[src/rtl/pwm_fg_pkg.sv]
// Shared types for the PWM fault guard.
// Assumes the fault mode field is two bits wide, with the encodings below.
package pwm_fg_pkg;

    typedef enum logic [1:0] {
        FM_LATCH = 2'b00,
        FM_CBC   = 2'b01,
        FM_RSVD  = 2'b10,
        FM_OFF   = 2'b11
    } fmode_e;

    localparam int SYNC_STAGES = 2;

    // True for the modes that wait for a software clear.
    function automatic logic mode_latches(fmode_e m);
        return (m == FM_LATCH) || (m == FM_RSVD);
    endfunction

endpackage

[src/rtl/pwm_fg_sync.sv]
// Multi-stage synchroniser for asynchronous active-high inputs.
// Assumes every bit is independent. All stages reset to 0.
module pwm_fg_sync #(
    parameter int W      = 1,
    parameter int STAGES = 2
) (
    input  logic         clk,
    input  logic         rst_n,
    input  logic [W-1:0] din,
    output logic [W-1:0] dout
);

    logic [W-1:0] stg [STAGES];

    // Shift each input through the register chain.
    always_ff @(posedge clk) begin
        if (!rst_n) begin
            for (int i = 0; i < STAGES; i++) stg[i] <= '0;
        end else begin
            stg[0] <= din;
            for (int i = 1; i < STAGES; i++) stg[i] <= stg[i-1];
        end
    end

    assign dout = stg[STAGES-1];

endmodule

[src/rtl/pwm_fg_cell.sv]
// One fault channel: its mode register, its active state and its sticky status.
// Assumes flt_s is already synchronised. Parameters set the reset state,
// so the same cell serves both pair faults and the fail-safe fault.
module pwm_fg_cell
    import pwm_fg_pkg::*;
#(
    parameter logic   RST_ACTIVE = 1'b0,
    parameter fmode_e RST_MODE   = FM_OFF
) (
    input  logic       clk,
    input  logic       rst_n,
    input  logic       flt_s,
    input  logic       tick,
    input  logic       mode_wr,
    input  logic [1:0] mode_wdata,
    input  logic       clr,
    output logic       active_o,
    output logic       sticky_o
);

    fmode_e mode_q;
    logic   active_q, active_d;
    logic   sticky_q, sticky_d;
    logic   armed, clear_hit;

    // Decode the mode and whether a clear request is honoured.
    always_comb begin
        armed     = (mode_q != FM_OFF);
        clear_hit = clr && !flt_s;
    end

    // Next active state from the mode, the input, the clear and the tick.
    always_comb begin
        if (!armed)                   active_d = 1'b0;
        else if (flt_s)               active_d = 1'b1;
        else if (mode_latches(mode_q)) active_d = clear_hit ? 1'b0 : active_q;
        else                          active_d = tick ? 1'b0 : active_q;
    end

    // The sticky status is set by an armed fault and dropped by a valid clear.
    always_comb begin
        if (armed && flt_s)  sticky_d = 1'b1;
        else if (clear_hit)  sticky_d = 1'b0;
        else                 sticky_d = sticky_q;
    end

    // State registers. The mode may be rewritten at any time.
    always_ff @(posedge clk) begin
        if (!rst_n) begin
            mode_q   <= RST_MODE;
            active_q <= RST_ACTIVE;
            sticky_q <= RST_ACTIVE;
        end else begin
            if (mode_wr) mode_q <= fmode_e'(mode_wdata);
            active_q <= active_d;
            sticky_q <= sticky_d;
        end
    end

    assign active_o = active_q;
    assign sticky_o = sticky_q;


    clr_blocked_chk: assert property (@(posedge clk) disable iff (!rst_n)
        (active_q && flt_s && mode_q != FM_OFF) |=> active_q);

    latch_hold_chk: assert property (@(posedge clk) disable iff (!rst_n)
        (active_q && mode_latches(mode_q) && !clr) |=> active_q);

    cbc_hold_chk: assert property (@(posedge clk) disable iff (!rst_n)
        (active_q && mode_q == FM_CBC && !tick) |=> active_q);

    off_quiet_chk: assert property (@(posedge clk) disable iff (!rst_n)
        (mode_q == FM_OFF) |=> !active_q);

    sticky_hold_chk: assert property (@(posedge clk) disable iff (!rst_n)
        (sticky_q && !clr) |=> sticky_q);

endmodule

[src/rtl/pwm_fg_pair.sv]
// Gating for one complementary output pair: its fault cell, its current-limit
// latch, its safe-level register and the output register.
// Assumes flt_s and clim_s are synchronised and that fs_active comes from a register.
module pwm_fg_pair
    import pwm_fg_pkg::*;
(
    input  logic       clk,
    input  logic       rst_n,
    input  logic       raw_hi,
    input  logic       raw_lo,
    input  logic       flt_s,
    input  logic       clim_s,
    input  logic       fs_active,
    input  logic       tick,
    input  logic       cfg_wr,
    input  logic [1:0] mode_wdata,
    input  logic [1:0] safe_wdata,
    input  logic       clr,
    input  logic       pwm_en,
    output logic       hi_o,
    output logic       lo_o,
    output logic       sticky_o
);

    logic       flt_active;
    logic       clim_q;
    logic [1:0] safe_q;
    logic       override;
    logic       hi_q, lo_q;

    pwm_fg_cell #(
        .RST_ACTIVE (1'b0),
        .RST_MODE   (FM_OFF)
    ) u_cell (
        .clk        (clk),
        .rst_n      (rst_n),
        .flt_s      (flt_s),
        .tick       (tick),
        .mode_wr    (cfg_wr),
        .mode_wdata (mode_wdata),
        .clr        (clr),
        .active_o   (flt_active),
        .sticky_o   (sticky_o)
    );

    // Current-limit latch: set on the input, released at a tick once the input is low.
    always_ff @(posedge clk) begin
        if (!rst_n)                  clim_q <= 1'b0;
        else if (clim_s)             clim_q <= 1'b1;
        else if (tick)               clim_q <= 1'b0;
    end

    // Safe-level register: {high, low}.
    always_ff @(posedge clk) begin
        if (!rst_n)      safe_q <= 2'b00;
        else if (cfg_wr) safe_q <= safe_wdata;
    end

    // Any active protection source overrides the raw signals.
    always_comb override = flt_active || clim_q || fs_active;

    // Output register: safe levels, idle low, or the raw signals.
    always_ff @(posedge clk) begin
        if (!rst_n) begin
            hi_q <= 1'b0;
            lo_q <= 1'b0;
        end else if (override) begin
            hi_q <= safe_q[1];
            lo_q <= safe_q[0];
        end else if (!pwm_en) begin
            hi_q <= 1'b0;
            lo_q <= 1'b0;
        end else begin
            hi_q <= raw_hi;
            lo_q <= raw_lo;
        end
    end

    assign hi_o = hi_q;
    assign lo_o = lo_q;


    safe_drive_chk: assert property (@(posedge clk) disable iff (!rst_n)
        override |=> ({hi_q, lo_q} == $past(safe_q)));

    idle_low_chk: assert property (@(posedge clk) disable iff (!rst_n)
        (!override && !pwm_en) |=> (!hi_q && !lo_q));

    clim_hold_chk: assert property (@(posedge clk) disable iff (!rst_n)
        (clim_q && !tick) |=> clim_q);

endmodule

[src/rtl/pwm_fault_guard.sv]
// Top of the PWM fault guard. It synchronises every protection input, holds
// the fail-safe fault cell and builds one gating slice per output pair.
// Assumes tick_i and the write and clear strobes are synchronous to clk.
module pwm_fault_guard
    import pwm_fg_pkg::*;
#(
    parameter int NP   = 3,
    localparam int SELW = $clog2(NP + 1)
) (
    input  logic            clk,
    input  logic            rst_n,
    input  logic [NP-1:0]   pwm_hi_i,
    input  logic [NP-1:0]   pwm_lo_i,
    input  logic [NP-1:0]   flt_i,
    input  logic [NP-1:0]   clim_i,
    input  logic            fs_flt_i,
    input  logic            tick_i,
    input  logic            wr_en_i,
    input  logic [SELW-1:0] wr_sel_i,
    input  logic [1:0]      wr_mode_i,
    input  logic [1:0]      wr_safe_i,
    input  logic [NP:0]     clr_i,
    input  logic            pwm_en_i,
    output logic [NP-1:0]   pwm_hi_o,
    output logic [NP-1:0]   pwm_lo_o,
    output logic [NP-1:0]   flt_stat_o,
    output logic            fs_stat_o
);

    localparam int SW = 2 * NP + 1;

    logic [SW-1:0] raw_prot, sync_prot;
    logic [NP-1:0] flt_s, clim_s;
    logic          fs_s;
    logic          fs_active;

    // Collect every protection input into one synchroniser.
    always_comb raw_prot = {fs_flt_i, clim_i, flt_i};

    pwm_fg_sync #(
        .W      (SW),
        .STAGES (SYNC_STAGES)
    ) u_sync (
        .clk   (clk),
        .rst_n (rst_n),
        .din   (raw_prot),
        .dout  (sync_prot)
    );

    // Split the synchronised vector back into its sources.
    always_comb begin
        flt_s  = sync_prot[NP-1:0];
        clim_s = sync_prot[2*NP-1:NP];
        fs_s   = sync_prot[SW-1];
    end

    pwm_fg_cell #(
        .RST_ACTIVE (1'b1),
        .RST_MODE   (FM_LATCH)
    ) u_fs_cell (
        .clk        (clk),
        .rst_n      (rst_n),
        .flt_s      (fs_s),
        .tick       (tick_i),
        .mode_wr    (wr_en_i && (wr_sel_i == SELW'(NP))),
        .mode_wdata (wr_mode_i),
        .clr        (clr_i[NP]),
        .active_o   (fs_active),
        .sticky_o   (fs_stat_o)
    );

    for (genvar k = 0; k < NP; k++) begin : g_pair
        pwm_fg_pair u_pair (
            .clk        (clk),
            .rst_n      (rst_n),
            .raw_hi     (pwm_hi_i[k]),
            .raw_lo     (pwm_lo_i[k]),
            .flt_s      (flt_s[k]),
            .clim_s     (clim_s[k]),
            .fs_active  (fs_active),
            .tick       (tick_i),
            .cfg_wr     (wr_en_i && (wr_sel_i == SELW'(k))),
            .mode_wdata (wr_mode_i),
            .safe_wdata (wr_safe_i),
            .clr        (clr_i[k]),
            .pwm_en     (pwm_en_i),
            .hi_o       (pwm_hi_o[k]),
            .lo_o       (pwm_lo_o[k]),
            .sticky_o   (flt_stat_o[k])
        );
    end


    reset_safe_chk: assert property (@(posedge clk)
        !rst_n |=> (fs_stat_o && (pwm_hi_o == '0) && (pwm_lo_o == '0)));

    fs_hold_chk: assert property (@(posedge clk) disable iff (!rst_n)
        (fs_active && fs_s) |=> fs_active);

endmodule

[config.mk]
export PLATFORM = sky130hd
export DESIGN_NAME = pwm_fault_guard
export DESIGN_NICKNAME = d
export VERILOG_FILES = /design/src/rtl/pwm_fg_pkg.sv /design/src/rtl/pwm_fg_sync.sv /design/src/rtl/pwm_fg_cell.sv /design/src/rtl/pwm_fg_pair.sv /design/src/rtl/pwm_fault_guard.sv
export SDC_FILE = /design/constraint.sdc
export NUM_CORES = 1
export LEC_CHECK = 0
export BUFFER_PORTS_ARGS = -buffer_cell sky130_fd_sc_hd__buf_4
export CAP_MARGIN = 10
export CORE_MARGIN = 4
export CORE_UTILIZATION = 40
export DETAILED_ROUTE_END_ITERATION = 12
export GPL_ROUTABILITY_DRIVEN = 0
export SETUP_SLACK_MARGIN = 0.05
export SYNTH_ARGS = -nofsm -noshare
export SYNTH_HDL_FRONTEND = slang
export SYNTH_SLANG_ARGS = --single-unit
export TNS_END_PERCENT = 5
[constraint.sdc]
create_clock -name clk -period 1.6 [get_ports clk]
set_input_delay 0.48 -clock clk [delete_from_list [all_inputs] [get_ports clk]]
set_output_delay 0.48 -clock clk [all_outputs]
set_load 0.01 [all_outputs]
==> results of run 1 <==
power groups by stage:
stage / combinational (uW) / clock (uW) / sequential [uW]
final: 177 / 652 / 1180
after global routing: 198 / 721 / 1190
after CTS: 180 / 674 / 1180
after detailed placement: 179 / 0 / 1210
after global placement: 174 / 0 / 1210
after floorplan: 96.6 / 0 / 1200
state kept, by name, summed over array words and instances (netlist names):
name	count
u_sync.stg	14
g_pair.u_pair.safe_q	6
g_pair.u_pair.u_cell.mode_q	6
g_pair.u_pair.clim_q	3
g_pair.u_pair.hi_o	3
g_pair.u_pair.lo_o	3
g_pair.u_pair.u_cell.active_o	3
g_pair.u_pair.u_cell.sticky_o	3
u_fs_cell.mode_q	2
u_fs_cell.active_o	1
u_fs_cell.sticky_o	1
cell type report:
type	count	area share [%]
clock buffers	8	4.046
inverters	3	0.5689
multi-input cells	108	32.30
flip-flops and latches	45	45.51
well taps	50	3.161
repair buffers	38	14.41
routing by layer:
layer	vias to the layer above	global-route usage, %	part of all wire, %
li1	631	-	-
met1	537	14.04	44
met2	35	20.93	46
met3	6	4.986	8.6
met4	0	5.010	1.7
met5	-	0	0
logic make-up (layout without fill, tap and decap cells):
logic type | count (synthesis) | count (layout) | synth area share (%)
and+or+nand+nor | 68 | 68 | 22.57
DFF | 45 | 45 | 54.71
AOI/OAI and AO/OA | 32 | 32 | 11.40
buffers and inverters | 18 | 49 | 6.459
muxes | 8 | 8 | 4.863
metrics by stage:
| stage | cells | util [%] | worst slack [ns] |
|---|---|---|---|
| finish | 252 | 49.48 | 0.3491 |
| global route | 252 | 49.48 | 0.3066 |
| CTS | 252 | 49.48 | 0.3469 |
| detailed placement | 244 | 47.48 | 0.2482 |
| global placement | 244 | 47.48 | 0.2692 |
| floorplan | 171 | - | 0.4707 |
worst paths after layout:
kind                                    start                    end  depth (start not counted)
min reg2reg                  u_sync.stg[0][4]      u_sync.stg[0][11]                          1
max          g_pair[0].u_pair.u_cell.sticky_o          flt_stat_o[0]                          1
min                                 clim_i[1]       u_sync.stg[0][4]                          2
max reg2reg                u_fs_cell.active_o  g_pair[2].u_pair.lo_o                          3
layout by cell type, fill, tap and decap left out, types with 4 or more instances in the layout:
cell      count
dfxtp_1      45
buf_4        38
nand2_1      23
o21ai_0      18
and2_1       14
nand3_1       9
mux2i_1       8
nand4_1       6
nor2b_1       5
a21oi_1       5
clkbuf_8      5
o21a_1        4
Yosys cell counts:
master	instances	area [sq um]
a21boi_0	2	15.01
a21o_1	1	7.510
a21oi_1	5	25.02
and2_1	14	87.58
buf_2	4	20.02
buf_4	9	67.56
clkbuf_1	2	7.510
dfxtp_1	45	900.9
inv_1	3	11.26
mux2i_1	8	80.08
nand2_1	23	86.33
nand2b_1	2	12.51
nand3_1	9	45.04
nand3b_1	1	7.510
nand3b_2	2	22.52
nand4_1	6	37.54
nor2_1	2	7.510
nor2b_1	5	31.28
nor3_1	3	15.01
nor3b_4	1	18.77
o2111a_1	1	11.26
o21a_1	4	30.03
o21ai_0	18	90.09
o221ai_1	1	8.760
==> results.cfg, run 1 <==
[cells_and_area]
final_area_sq_um = 1979
drive_gt1_share_pct = 22.77
fillers = 374
layout.nets = 229
antennaDiodeCount = 0
area_delta_synth_final_pct = 20.21
multi_input_area_sq_um = 639.4
regArea_sq_um = 900.9

[drt]
ant_nets = 0
drc = 0
drtPass1Iterations = 5
drt-initial-drc-count = 36
vias = 1209
routed_wl_mm = 3.045
wl_per_cell_um = 12.08
via_per_inst = 4.798

[sta]
slew_violations = 0
hold_slack_ns = 0.3933
rsz0062_at_grt = no
finalSetupTns_ns = 0
period_share_pct = 78.18
setup_viol_count_final = 0
finalCriticalPeriod_ns = 1.251
max_freq_mhz = 799.5
timing.max_slew.rel_slack_pct = 70.37
hold_viol = 0
worst_slew_pin_slew_ns = 0.4411
fin_skew_ns = 0.003829

[critical_path]
path_cells = buf_4
start_kind = register
cp_slowest_cell = dfxtp_1
crit_type = reg2out
cp_data_required_time_ns = 1.12
cp-end-kind = primary output
crit_buf_inv = 1
slowest_delay_ns = 0.35
r2r_setup_slack_ns = 0.52
worstPathMaxFanout = 2
cp.arrival_ns = 0.77
cp_top_family = flip-flops

[cts]
clkTransAtPathRegs_ns = 0.07
cts_tree = done
root_buffer = clkbuf_8
cts_buffer_depth = 2
cts.sink_count = 45
ctsResizeCount = 0
clkLatencyLatePin_ns = 0.29
cts-htree-levels = 2
post_cts_buffers = 0
hold_buffers = 0
cts_buffers = 5

[global_routing]
grt_pass1_wl_mm = 5.064
grt_max_degree = 51
first_global_vias = 1164
antenna_found_initial = 0
grt_overflow_total = 0
grtUsageTotal_pct = 12.46

[flow_run]
drv_cap = 0

[yosys]
syn_inst = 171
ys_seq_area_share_pct = 54.71
yosysUniqueCellTypes = 24
yosysWarnings = 0
synth_nets = 199
synth-seq-cells = 45
synth_area_sq_um = 1647
avgSynthCellArea_sq_um = 9.629

[die]
core_sq_um = 4000
die_area_sq_um = 5207
die_h_um = 72.16
ioPinCount = 38
die_x_um = 72.16
rows = 23
start_util_pct = 41.16

[place]
io_buffers = 37
placed_area_sq_um = 1899
dp_hpwl_mm = 2.220

[power]
switching_share_pct = 22.12
combinationalPowerShare_pct = 8.8
p_leak_uw = 0.0008576
p_clk_share_pct = 32.4
peakVddDrop_uv = 469.7
finalPower_uw = 2012
p_switching_uw = 445.1
seqPwrFrac_pct = 58.8
power.density_nw_per_um2 = 1016
internal-power_uw = 1567

[outcome]
outcome = complete, no violations

[hold_path]
hold_path_class = in2reg
Note: power is estimated with default switching activity, not from simulation.
==> run 2, diff against run 1 <==
Settings changed: ABC_AREA set to 1.
Clock period 1.6 ns to 1.2 ns, I/O delays scaled along.
==> run 2 against run 1 <==
Net effect: sequential power grew 36%; critical endpoint is now flt_stat_o[1]; via count grew 20%; synthesized cell count grew 41%; die area grew 5.3%; wire length grew 9.4%; non-clock buffer count grew 1; register-to-register slack lost 0.24 ns; setup slack lost 0.27 ns; final cell count grew 29%.
==> results.cfg, run 2 <==
[critical_path]
worstPathMaxFanout = 3
crit_type = reg2out
cp_top_family = flip-flops
cp_data_required_time_ns = 0.84
cp_slowest_cell = dfxtp_2
cp-end-kind = primary output
cp.depth = 1
start_kind = register
crit_buf_inv = 1
slowest_delay_ns = 0.33
reg2regPathDepth = 4
cp.arrival_ns = 0.76
path_cells = buf_4

[cts]
cts-htree-levels = 2
hold_buffers = 0
cts_buffers = 5
cts_buffer_depth = 2
cts.sink_count = 45
clkTransAtPathRegs_ns = 0.09
clkLatencyLatePin_ns = 0.29
cts_tree = done
root_buffer = clkbuf_8

[die]
ioPinCount = 38
die_area_sq_um = 5484
rows = 23
core_sq_um = 4115
die_h_um = 74.06
start_util_pct = 42.41
die_x_um = 74.06

[hold_path]
worst_hold_path.num_cells = 3
hold_path_class = in2reg

[yosys]
synthArstFlopShare_pct = 0
synth_nets = 269
yosysTopAreaCellShare_pct = 51.61
yosysUniqueCellTypes = 11
yosysWarnings = 0
avgSynthCellArea_sq_um = 7.242
ys_seq_area_share_pct = 51.61
synthTopCellsByArea = dfxtp_1, nand2_1, inv_1
synth-seq-cells = 45
yosysMostFrequentCell = nand2_1
synth_common_cells = nand2_1, dfxtp_1, inv_1, nor2_1, nand3_1
syn_inst = 241
synth_area_sq_um = 1745
yosys.area.top_type = dfxtp_1
synth_edf_count = 0
synthFlopType = dfxtp_1

[drt]
ant_nets = 0
routed_wl_mm = 3.332
drc = 0
drtPass1Iterations = 4
wl_per_cell_um = 10.28
drt-initial-drc-count = 82
via_per_inst = 4.478
vias = 1451

[sta]
worst_slew_pin_slew_ns = 0.4097
setup_ws_ns = 0.07755
finalCriticalPeriod_ns = 1.122
max_freq_mhz = 890.9
rsz0062_at_grt = yes
slew_violations = 0
fin_skew_ns = 0.01008
hold_viol = 0
period_share_pct = 93.54
setup_viol_count_final = 0
timing.max_slew.rel_slack_pct = 72.59

[cells_and_area]
reg_top3 = u_sync.stg: 14 flops, g_pair.u_pair.safe_q: 6 flops, g_pair.u_pair.u_cell.mode_q: 6 flops
layout.nets = 301
antennaDiodeCount = 0
drive_gt1_share_pct = 18.25
final_common_cell = nand2_1
final_cell_mix = nand2_1, dfxtp_1, inv_1, buf_4, nor2_1
area_delta_synth_final_pct = 21.72
final_area_sq_um = 2125
fillers = 410
largest_reg_flops = 14
regMostFlops = u_sync.stg

[global_routing]
grtUsageTotal_pct = 13.17
grt_overflow_total = 0
grt_max_degree = 23
antenna_found_initial = 0
grt_pass1_wl_mm = 5.499
first_global_vias = 1292

[outcome]
outcome = complete, no violations

[flow_run]
drv_cap = 0

[power]
internal-power_uw = 2203
combinationalPowerShare_pct = 11.5
p_switching_uw = 717.8
peakVddDrop_uv = 859.7
power.density_nw_per_um2 = 1375
p_clk_share_pct = 33.8
p_leak_uw = 0.001163
seqPwrFrac_pct = 54.7
switching_share_pct = 24.58

[place]
post-place-ws_ns = -0.01710
placed_area_sq_um = 2021
io_buffers = 37
dp_hpwl_mm = 2.494
-- run 2: layer usage --
| layer | routed length (um) | GRT usage (%) |
|---|---|---|
| met4 | 52 | 5.433 |
| met5 | 0 | 0 |
| met1 | 1596 | 16.33 |
| met2 | 1464 | 21.36 |
| met3 | 219 | 3.919 |
-- run 2: kinds of logic (layout without fill, tap and decap cells) --
group	count (synthesis)	in the layout	share of synthesized area, %
buffers and inverters	52	85	13.48
AND/OR/NAND/NOR	123	123	28.89
AO/OA/AOI/OAI	21	21	6.021
flip-flops	45	45	51.61
-- run 2: worst paths after layout --
kind                                    startpoint                    end  slack, ns
setup / recovery  g_pair[1].u_pair.u_cell.sticky_o          flt_stat_o[1]       0.08
setup reg to reg           g_pair[0].u_pair.clim_q  g_pair[0].u_pair.hi_o       0.28
hold reg to reg                   u_sync.stg[0][4]      u_sync.stg[0][11]       0.42
hold / removal                            flt_i[2]       u_sync.stg[0][2]       0.24
-- run 2: repair_timing --
action,CTS,global route
setup buffers,0,0
setup endpoints to repair,1,3
resized for setup,1,2
hold endpoints to repair,0,0
-- run 2: through the flow --
stage	utilization [%]	instances	hold WS (ns)	power, uW	TNS (ns)
after floorplan	-	241	0.3905	1832	0
after global placement	49.10	316	0.3923	1965	0
after detailed placement	49.10	316	0.4008	1970	-0.02898
after CTS	51.57	324	0.2288	2955	0
after global routing	51.63	324	0.2312	3085	0
final	51.63	324	0.2372	2920	0
-- run 2: cell type report --
| cell class | count | area, sq um | area share, % |
|---|---|---|---|
| inverters | 38 | 142.6 | 6.714 |
| flip-flops and latches | 45 | 904.6 | 42.58 |
| well taps | 50 | 62.56 | 2.945 |
| clock inverters | 2 | 17.52 | 0.8245 |
| repair buffers | 39 | 305.3 | 14.37 |
| clock buffers | 6 | 82.58 | 3.887 |
| multi-input cells | 144 | 609.3 | 28.68 |
-- run 2: power groups by stage --
stage / combinational (uW) / clock, uW / sequential [uW]
after floorplan: 205 / 0 / 1630
after global placement: 333 / 0 / 1630
after detailed placement: 338 / 0 / 1630
after CTS: 340 / 1020 / 1600
after global routing: 387 / 1090 / 1610
final: 335 / 988 / 1600
